$ cat src/rtl/srg_pkg.sv
package srg_pkg;

    typedef enum logic [1:0] {
        SRC_NONE   = 2'b00,
        SRC_PERIPH = 2'b01,
        SRC_RXPIN  = 2'b10,
        SRC_TXPIN  = 2'b11
    } src_sel_e;

    localparam int unsigned N_SRC = 3;

endpackage

$ cat src/rtl/srg_src_sync.sv
module srg_src_sync #(
    parameter int unsigned N = 3
) (
    input  logic         clk,
    input  logic         rst_n,
    input  logic [N-1:0] pin_i,
    output logic [N-1:0] lvl_o,
    output logic [N-1:0] tick_o
);

    typedef struct packed {
        logic [N-1:0] s1;
        logic [N-1:0] s2;
        logic [N-1:0] s3;
    } sync_t;

    sync_t q, d;

    always_comb begin
        d    = q;
        d.s1 = pin_i;
        d.s2 = q.s1;
        d.s3 = q.s2;
    end

    always_ff @(posedge clk or negedge rst_n) begin
        if (!rst_n) q <= '0;
        else        q <= d;
    end

    // one edge detector per source
    for (genvar i = 0; i < N; i++) begin : g_edge
        assign lvl_o[i]  = q.s2[i];
        assign tick_o[i] = q.s2[i] & ~q.s3[i];
    end

endmodule

$ cat src/rtl/srg_cfg_shadow.sv
module srg_cfg_shadow #(
    parameter int unsigned DIV_W = 8,
    parameter int unsigned FP_W  = 8
) (
    input  logic             clk,
    input  logic             rst_n,
    input  logic             wr_i,
    input  logic [DIV_W-1:0] div_i,
    input  logic [FP_W-1:0]  fper_i,
    input  logic [FP_W-1:0]  fwid_i,
    input  logic             tick_i,
    output logic [DIV_W-1:0] div_o,
    output logic [FP_W-1:0]  fper_o,
    output logic [FP_W-1:0]  fwid_o
);

    typedef struct packed {
        logic [DIV_W-1:0] div_p;
        logic [FP_W-1:0]  fper_p;
        logic [FP_W-1:0]  fwid_p;
        logic             pend;
        logic             half;
        logic [DIV_W-1:0] div_a;
        logic [FP_W-1:0]  fper_a;
        logic [FP_W-1:0]  fwid_a;
    } shadow_t;

    shadow_t q, d;

    always_comb begin
        d = q;
        if (wr_i) begin
            d.div_p  = div_i;
            d.fper_p = fper_i;
            d.fwid_p = fwid_i;
            d.pend   = 1'b1;
            d.half   = 1'b0;
        end else if (q.pend && tick_i) begin
            if (q.half) begin
                d.div_a  = q.div_p;
                d.fper_a = q.fper_p;
                d.fwid_a = q.fwid_p;
                d.pend   = 1'b0;
                d.half   = 1'b0;
            end else begin
                d.half = 1'b1;
            end
        end
    end

    always_ff @(posedge clk or negedge rst_n) begin
        if (!rst_n) q <= '0;
        else        q <= d;
    end

    assign div_o  = q.div_a;
    assign fper_o = q.fper_a;
    assign fwid_o = q.fwid_a;

endmodule

$ cat src/rtl/srg_clk_div.sv
module srg_clk_div #(
    parameter int unsigned DIV_W = 8
) (
    input  logic             clk,
    input  logic             rst_n,
    input  logic             gen_en_i,
    input  logic             src_ok_i,
    input  logic             tick_i,
    input  logic             lvl_i,
    input  logic [DIV_W-1:0] div_i,
    output logic             clkg_o,
    output logic             ready_o,
    output logic             err_o,
    output logic             run_o,
    output logic             rise_o
);

    localparam logic [1:0] RC_MAX = 2'd3;

    typedef struct packed {
        logic             dev;
        logic             run;
        logic [DIV_W-1:0] cnt;
        logic             clkg;
        logic [1:0]       rc;
        logic             ready;
        logic             err;
    } div_t;

    div_t q, d;
    logic             rise;
    logic [DIV_W:0]   half;

    always_comb begin
        d    = q;
        rise = 1'b0;
        half = ({1'b0, div_i} + 2'd2) >> 1;
        if (gen_en_i) d.dev = 1'b0;
        d.err = ~src_ok_i;
        if (!gen_en_i || !src_ok_i) begin
            d.run   = 1'b0;
            d.cnt   = '0;
            d.rc    = '0;
            d.ready = 1'b0;
            d.clkg  = (!gen_en_i && q.dev) ? ~q.clkg : 1'b0;
        end else begin
            if (!q.run) begin
                d.clkg = 1'b0;
                if (tick_i) begin
                    d.run  = 1'b1;
                    d.cnt  = '0;
                    d.clkg = 1'b1;
                    rise   = 1'b1;
                end
            end else begin
                if (tick_i) begin
                    d.cnt  = (q.cnt >= div_i) ? '0 : q.cnt + 1'b1;
                    rise   = (d.cnt == '0);
                    d.clkg = ({1'b0, d.cnt} < half);
                end
                if (div_i == '0) d.clkg = lvl_i;
            end
            if (rise && q.rc != RC_MAX) d.rc = q.rc + 1'b1;
            d.ready = (d.rc == RC_MAX);
        end
    end

    always_ff @(posedge clk or negedge rst_n) begin
        if (!rst_n) begin
            q     <= '0;
            q.dev <= 1'b1;
        end else begin
            q <= d;
        end
    end

    assign clkg_o  = q.clkg;
    assign ready_o = q.ready;
    assign err_o   = q.err;
    assign run_o   = d.run;
    assign rise_o  = rise;

endmodule

$ cat src/rtl/srg_frame_gen.sv
module srg_frame_gen #(
    parameter int unsigned FP_W = 8
) (
    input  logic            clk,
    input  logic            rst_n,
    input  logic            run_i,
    input  logic            fs_en_i,
    input  logic            rise_i,
    input  logic [FP_W-1:0] fper_i,
    input  logic [FP_W-1:0] fwid_i,
    output logic            fsg_o
);

    typedef struct packed {
        logic [FP_W-1:0] fcnt;
        logic            armed;
        logic            fsg;
    } frm_t;

    frm_t q, d;
    logic [FP_W-1:0] wlim;

    always_comb begin
        d = q;
        if (fper_i == '0)         wlim = '0;
        else if (fwid_i >= fper_i) wlim = fper_i - 1'b1;
        else                      wlim = fwid_i;
        if (!run_i || !fs_en_i) begin
            d = '0;
        end else if (rise_i) begin
            d.fcnt  = (q.fcnt >= fper_i) ? '0 : q.fcnt + 1'b1;
            d.armed = q.armed | (d.fcnt == '0);
            d.fsg   = d.armed && (d.fcnt <= wlim);
        end
    end

    always_ff @(posedge clk or negedge rst_n) begin
        if (!rst_n) q <= '0;
        else        q <= d;
    end

    assign fsg_o = q.fsg;

endmodule

$ cat src/rtl/srg_top.sv
module srg_top
    import srg_pkg::*;
#(
    parameter int unsigned DIV_W = 8,
    parameter int unsigned FP_W  = 8
) (
    input  logic             clk,
    input  logic             rst_n,
    input  logic             periph_clk,
    input  logic             rx_clk_pin,
    input  logic             tx_clk_pin,
    input  logic             cfg_wr,
    input  logic [DIV_W-1:0] cfg_div,
    input  logic [FP_W-1:0]  cfg_fper,
    input  logic [FP_W-1:0]  cfg_fwid,
    input  logic [1:0]       cfg_src,
    input  logic             gen_en,
    input  logic             fs_en,
    output logic             clkg,
    output logic             fsg,
    output logic             ready,
    output logic             src_err
);

    logic [N_SRC-1:0] src_lvl;
    logic [N_SRC-1:0] src_tick;
    logic             sel_lvl;
    logic             sel_tick;
    logic             src_ok;
    logic [DIV_W-1:0] div_a;
    logic [FP_W-1:0]  fper_a;
    logic [FP_W-1:0]  fwid_a;
    logic             run_n;
    logic             rise;

    srg_src_sync #(.N(N_SRC)) i_sync (
        .clk    (clk),
        .rst_n  (rst_n),
        .pin_i  ({tx_clk_pin, rx_clk_pin, periph_clk}),
        .lvl_o  (src_lvl),
        .tick_o (src_tick)
    );

    always_comb begin
        sel_lvl  = 1'b0;
        sel_tick = 1'b0;
        src_ok   = 1'b1;
        case (src_sel_e'(cfg_src))
            SRC_PERIPH: begin sel_lvl = src_lvl[0]; sel_tick = src_tick[0]; end
            SRC_RXPIN:  begin sel_lvl = src_lvl[1]; sel_tick = src_tick[1]; end
            SRC_TXPIN:  begin sel_lvl = src_lvl[2]; sel_tick = src_tick[2]; end
            default:    src_ok = 1'b0;
        endcase
    end

    srg_cfg_shadow #(.DIV_W(DIV_W), .FP_W(FP_W)) i_shadow (
        .clk    (clk),
        .rst_n  (rst_n),
        .wr_i   (cfg_wr),
        .div_i  (cfg_div),
        .fper_i (cfg_fper),
        .fwid_i (cfg_fwid),
        .tick_i (sel_tick),
        .div_o  (div_a),
        .fper_o (fper_a),
        .fwid_o (fwid_a)
    );

    srg_clk_div #(.DIV_W(DIV_W)) i_div (
        .clk      (clk),
        .rst_n    (rst_n),
        .gen_en_i (gen_en),
        .src_ok_i (src_ok),
        .tick_i   (sel_tick),
        .lvl_i    (sel_lvl),
        .div_i    (div_a),
        .clkg_o   (clkg),
        .ready_o  (ready),
        .err_o    (src_err),
        .run_o    (run_n),
        .rise_o   (rise)
    );

    srg_frame_gen #(.FP_W(FP_W)) i_frame (
        .clk     (clk),
        .rst_n   (rst_n),
        .run_i   (run_n),
        .fs_en_i (fs_en),
        .rise_i  (rise),
        .fper_i  (fper_a),
        .fwid_i  (fwid_a),
        .fsg_o   (fsg)
    );

endmodule

$ cat config.mk
export PLATFORM = sky130hd
export DESIGN_NAME = srg_top
export DESIGN_NICKNAME = d
export VERILOG_FILES = /design/src/rtl/srg_pkg.sv /design/src/rtl/srg_src_sync.sv /design/src/rtl/srg_cfg_shadow.sv /design/src/rtl/srg_clk_div.sv /design/src/rtl/srg_frame_gen.sv /design/src/rtl/srg_top.sv
export SDC_FILE = /design/constraint.sdc
export NUM_CORES = 1
export LEC_CHECK = 0
export ABC_AREA = 1
export BUFFER_PORTS_ARGS = -buffer_cell sky130_fd_sc_hd__buf_2
export CAP_MARGIN = 20
export CORE_ASPECT_RATIO = 2
export CORE_MARGIN = 8
export CORE_UTILIZATION = 40
export CTS_BUF_LIST = sky130_fd_sc_hd__clkbuf_16
export CTS_CLUSTER_DIAMETER = 60
export DETAILED_ROUTE_END_ITERATION = 7
export PLACE_DENSITY = 0.6
export SLEW_MARGIN = 40
export SYNTH_ARGS = -nofsm -noshare
export SYNTH_HDL_FRONTEND = slang
export SYNTH_SLANG_ARGS = --single-unit
$ cat constraint.sdc
create_clock -name clk -period 5.15 [get_ports clk]
set_input_delay 0.515 -clock clk [delete_from_list [all_inputs] [get_ports clk]]
set_output_delay 0.515 -clock clk [all_outputs]
set_load 0.005 [all_outputs]
# ---- Word-level counts from Yosys, hierarchy flattened
# Index checks and enable logic that the tools add are counted.
# Widths: inputs -> output; s select.
dict set report totals {
  regBits 84
  latchBits 0
  ramBits 0
  mem_bits_ro 0
  in_bits 34
  out_inout_bits 4
  wordCells 96
  memories 0
}
dict set report classes {
  n_addsub 5
  multipliers 0
  div_mod_pow 0
  order_cmp 5
  eq_ne 6
  n_shift 0
  mux 28
  bitwise_logic 10
  reduce_logical 21
}
# cell n
set op_table {}
lappend op_table {{$logic_not 8->1} 4}
lappend op_table {{$mux 8} 4}
lappend op_table {{$mux 10} 3}
lappend op_table {{$mux 26} 1}
lappend op_table {{$ge 8x8->1} 3}
lappend op_table {{$mux 24} 1}
lappend op_table {{$mux 9} 2}
lappend op_table {{$add 8x1->8 const B} 2}
lappend op_table {{$mux 13} 1}
lappend op_table {{$mux 1} 11}
lappend op_table {{$add 8x2->9 const B} 1}
lappend op_table {{$le 8x8->1} 1}
lappend op_table {{$lt 8x8->1} 1}
lappend op_table {{$reduce_bool 2->1} 4}
lappend op_table {{$sub 8x1->8 const B} 1}
lappend op_table {{$eq 2x2->1 const B} 3}
lappend op_table {{$mux 2} 3}
lappend op_table {{$not 1->1} 6}
lappend op_table {{$pmux 1 s3} 2}
lappend op_table {{$logic_and 1x1->1} 4}
lappend op_table {{$logic_not 1->1} 4}
lappend op_table {{$ne 4x4->1 const B} 1}
lappend op_table {{$and 1x1->1} 3}
lappend op_table {{$reduce_and 3->1} 1}
lappend op_table {{7 further kinds} 8}

# ---- Logic depth before layout (Yosys ltp)
dict set report logic_depth {
  word_depth 14
  depth_mapped 19
  depth_no_buf 19
}

# ---- Hierarchy
# From an unflattened synthesis, not the netlist that was laid out.
dict set report hier_totals {
  cells_unflattened 674
  hier_area_um2 5316.3
}
# mod n_inst cells_each area_each_um2 seq_area_each_um2
set by_module_without_submodules {}
lappend by_module_without_submodules {srg_cfg_shadow 1 240 2149.6 1251.2}
lappend by_module_without_submodules {srg_frame_gen 1 212 1422.6 250.2}
lappend by_module_without_submodules {srg_clk_div 1 193 1415.1 376.6}
lappend by_module_without_submodules {srg_src_sync 1 18 277.8 225.2}
lappend by_module_without_submodules {srg_top 1 11 51.3 0.0}

# ---- Worst setup path before layout
# OpenSTA, ideal clock, no wires.
dict set report synth_timing {
  kind {register to register}
  start {register i_shadow.q, in the netlist i_shadow.fper_o[6]}
  end {register i_frame.q, in the netlist i_frame.fsg_o}
  setup_time_ns 0.121
  t_arrival_ns 2.467
  required_ns 5.029
  slack_ns 2.562
  stages_incl_launch_ff 19
  path_buffers 1
  synth_period_minus_slack_ns 2.588
  cell_sequence {dfrtp_1 > inv_1 > ha_1 > nand2_1 > nor2_1 > nand4_1 > nand3_1 > clkbuf_1 > o21ai_0 > ha_1 > inv_1 > nor2_1 > nor2_1 > o21ai_0 > a21oi_1 > o211ai_1 > o41ai_1 > nand3_1 > o21ai_1}
}
dict set report synth_between {
  elab_chain_cells 7
  word_cells_on_any_way 13
  cone_classes {1 x add/sub; 3 x order compare; 5 x mux; 1 x bitwise; 3 x reduce/logical}
}
# element line
set synth_rtl {}
lappend synth_rtl {{from (decl)} srg_cfg_shadow.sv:28} ;# shadow_t q, d;
lappend synth_rtl {{from (signal assigned)} srg_cfg_shadow.sv:52} ;# if (!rst_n) q <= '0;
lappend synth_rtl {{from (signal assigned)} srg_cfg_shadow.sv:53} ;# else q <= d;
lappend synth_rtl {{$sub 8x1->8 (tied with other cells)} srg_frame_gen.sv:26} ;# else if (fwid_i >= fper_i) wlim = fper_i - 1'b1;
lappend synth_rtl {{$mux 8 (on tied branches)} {srg_frame_gen.sv:26, srg_frame_gen.sv:31}}
lappend synth_rtl {{$mux 8 or $logic_not 8->1 (tied branches)} {srg_frame_gen.sv:25, srg_frame_gen.sv:32}}
lappend synth_rtl {{$le 8x8->1 or $or 1x1->1 (tied branches)} {srg_frame_gen.sv:33, srg_frame_gen.sv:32}}
lappend synth_rtl {{$logic_and 1x1->1 *} srg_frame_gen.sv:33} ;# d.fsg = d.armed && (d.fcnt <= wlim);
lappend synth_rtl {{$mux 10 *} srg_frame_gen.sv:30} ;# end else if (rise_i) begin
lappend synth_rtl {{$mux 10 *} srg_frame_gen.sv:28} ;# if (!run_i || !fs_en_i) begin
lappend synth_rtl {{to (signal assigned)} srg_frame_gen.sv:38} ;# if (!rst_n) q <= '0;
lappend synth_rtl {{to (signal assigned)} srg_frame_gen.sv:39} ;# else q <= d;
lappend synth_rtl {{to (decl)} srg_frame_gen.sv:20} ;# frm_t q, d;
# Every way passes the cells marked *; elsewhere a longest branch is shown, timed or not. The select of a mux whose other input is x is not followed.
# A chain may end at the register's enable or synchronous reset.

# ---- Final worst setup path
dict set report layout_timing {
  start {register i_shadow.q, in the netlist i_shadow.fper_o[3]}
  end {register i_frame.q, in the netlist i_frame.fsg_o}
}
# The elaborated chain is that of the path after synthesis.

==> qor.txt <==
Initial antenna violation count: 0
Register area: 2103 um^2
Clock skew: 0.006721 ns
Worst path max stage delay: 0.39 ns
First-pass GRT wire length: 18130 um
Post-CTS setup buffer count: 0
DRT iter0 DRCs: 120
Dpl ws: 2.082 ns
Chip Height: 172.2 um
Hold-fix buffers, CTS: 0
Grt total ovfl: 0
Fmax: 0.3188 GHz
Number of buffers added on ports: 37
Layout Cell Area excl Fill: 5523 um^2
Commonest cells post-synth: nand2_1 (171), dfrtp_1 (83), inv_1 (75)
DP Area: 5199 um^2
R2r worst-path depth: 18
Maximum number of pins on one net before global-route repair: 85
Final GP Congestion: 0.8772
Post_cts resized: 0
Rows: 57
Diode count: 0
CTS buffer count: 9
Primary FF master, synth: dfrtp_1
Asr flop ratio synth: 100.0%
Crit-path slowest cell: dfrtp_1
Mapped Area: 4878 um^2
Max IR drop VDD: 0.1884 mV
CP endpoint kind: flop
Post-synth top area cell: dfrtp_1
Area Overhead vs Synth: 13.21%
Most common cell in the netlist: nand2_1
Reg clk slew, reported paths: 0.07 ns
Vias per Instance: 4.955
Slew Viols, Final: 0
Post-Syn Nets: 668
Setup ws final: 2.013 ns
Delay-heaviest family, CP: compound AO/OA/AOI/OAI gates
Syn. warnings: 0
Final hold violation count: 0
CTS Root Cell: clkbuf_16
Worst-path fanout max: 15
Top-level I/O count: 38
Gate Count Post-Synth: 590
Path type of the worst min-delay path: in -> async
Post-synth EDFFs: 0
Vias in the first global route: 4037
Max-Slew Margin vs Limit: 53.88%
Die area: 16200 um^2
#FFs+latches synth: 84
CTS sink count: 84
CTS tree: yes
Routed Antenna Nets: 0
Worst skew pair latency: 0.35 ns
Fin crit share: 60.91%
CP cell instances: inv_1 > ha_1 > a21oi_1 > o21ai_0 > nand2_1 > nand3_1 > a21oi_1 > o21ai_0 > ha_1 > inv_1 > nor2_1 > nor2_1 > o21ai_0 > a21oi_1 > o211ai_1 > o41ai_1 > nand3_1 > o21ai_1
# DRC: 0
Fillers: 1159
Final WL: 10550 um
Post-synthesis average cell area: 8.269 um^2
Nets: 706
Distinct cell type count after synthesis: 41
Routed wire per std cell: 13.54 um
Worst r2r dst: i_frame.fsg_o
Multi-input logic area: 2424 um^2
Cells taking the most area after synthesis: dfrtp_1 (43%), nand2_1 (13%), ha_1 (11%), inv_1 (5.8%), nor2_1 (3.1%)
Total number of vias: 3860
Worst path bufs/invs: 2
Share of layout cells above drive strength 1: 12.03%
Overall routing resource usage: 14.26%
PD cells: 374.1 nW/um^2
Starting Density: 40.48%
Final HPWL DP: 8311 um
Sequential share of the synthesized area: 43.11%
Setup violators final: 0
Pre-antenna DRT Iters: 6
Type of the worst setup path: reg -> reg
R2r startpoint: i_shadow.fper_o[3]
Setup TNS: 0 ns
CP required: 5.38 ns
Max_cap viols: 0
Run status: finished clean
Min Tclk post-route: 3.137 ns
Clock buffer depth: 2
CP startpoint kind: flop
Core area: 12050 um^2
Static leakage: 2.902 nW
Synth top area share: 42.58%
Worst-Margin Slew: 0.6875 ns
RSZ-0062 raised after global routing: false
Htree depth: 3
R2r setup slk: 2.01 ns
Worst EP arrival: 3.37 ns
Horiz. Die Dim: 94.09 um
-- report_power, final --
group          switching [mW]  total [mW]  internal (mW)
combinational           0.340       0.554          0.215
sequential             0.0602       0.808          0.747
clock                   0.276       0.704          0.428
total                   0.676        2.07           1.39
-- stage by stage --
stage | cells | utilization (%) | hold slack [ns] | total power [mW]
3_3_place_gp | 764 | 43.10 | 0.3322 | 1.346
6_report | 779 | 45.82 | 0.1840 | 2.066
2_1_floorplan | 590 | - | 0.2194 | 1.220
4_1_cts | 779 | 45.80 | 0.2485 | 2.087
5_1_grt | 779 | 45.82 | 0.2562 | 2.209
3_5_place_dp | 764 | 43.13 | 0.3420 | 1.374
-- sequential cells by signal (all words and copies together), names as in the netlist --
name and cells:
i_sync.q 3, i_shadow.fwid_o 8, i_div.ready_o 1, i_shadow.q 26, i_div.q 12, i_shadow.fper_o 8
i_shadow.div_o 8, i_sync.lvl_o 3, i_sync.d 3, i_frame.fsg_o 1, i_frame.q 9, i_div.err_o 1
i_div.clkg_o 1
-- worst reg2reg max path, stage by stage (launching register included) --
cell	delay (ns)
dfrtp_1	0.39
inv_1	0.10
ha_1	0.32
a21oi_1	0.15
o21ai_0	0.10
nand2_1	0.07
nand3_1	0.33
a21oi_1	0.25
o21ai_0	0.11
ha_1	0.31
inv_1	0.05
nor2_1	0.08
nor2_1	0.04
o21ai_0	0.18
a21oi_1	0.11
o211ai_1	0.17
o41ai_1	0.10
nand3_1	0.10
o21ai_1	0.07
-- how the worst max path moves through the flow --
stage,start,endpoint,cells past startpoint
final,i_shadow.fper_o[3],i_frame.fsg_o,18
after global routing,i_shadow.fper_o[3],i_frame.fsg_o,18
after CTS,i_shadow.fper_o[3],i_frame.fsg_o,18
after detailed placement,i_shadow.fper_o[3],i_frame.fsg_o,18
after global placement,i_shadow.fper_o[7],i_frame.fsg_o,17
after floorplan,i_shadow.fper_o[6],i_frame.fsg_o,18
-- cell usage in the layout, fill, tap and decap left out, types with 14 or more instances in the layout --
| cell | instances |
|---|---|
| a21oi_1 | 25 |
| buf_2 | 36 |
| dfrtp_1 | 83 |
| ha_1 | 44 |
| inv_1 | 75 |
| nand2_1 | 171 |
| nand3_1 | 22 |
| nor2_1 | 40 |
| o21ai_0 | 30 |
| xor2_1 | 14 |
-- layout make-up --
cell class	count	share of cell area [%]
tap	147	3.330
clock inverter	6	1.744
clock buffer	9	4.078
multi-input combinational	417	43.88
timing repair buffer	37	3.512
inverter	79	5.369
sequential	84	38.08
-- layer usage --
| metal | vias to the layer above | track usage [%] | share of wire (%) |
|---|---|---|---|
| met4 | 0 | 8.826 | 4.4 |
| met5 | - | 0 | 0 |
| li1 | 1984 | - | - |
| met3 | 34 | 2.783 | 2.7 |
| met2 | 63 | 25.82 | 53 |
| met1 | 1779 | 14.46 | 40 |
-- kinds of logic (layout without fill, tap and decap cells) --
logic type | count (synthesis) | after routing | share of synthesized area [%]
xor+xnor | 17 | 17 | 3.052
flops | 84 | 84 | 43.11
buf+inv | 89 | 131 | 7.207
compound gates | 81 | 81 | 9.054
fa+ha+maj | 44 | 44 | 11.28
simple gates | 269 | 269 | 24.60
mux | 6 | 6 | 1.693
No activity file was read; power rests on OpenSTA's default activity.
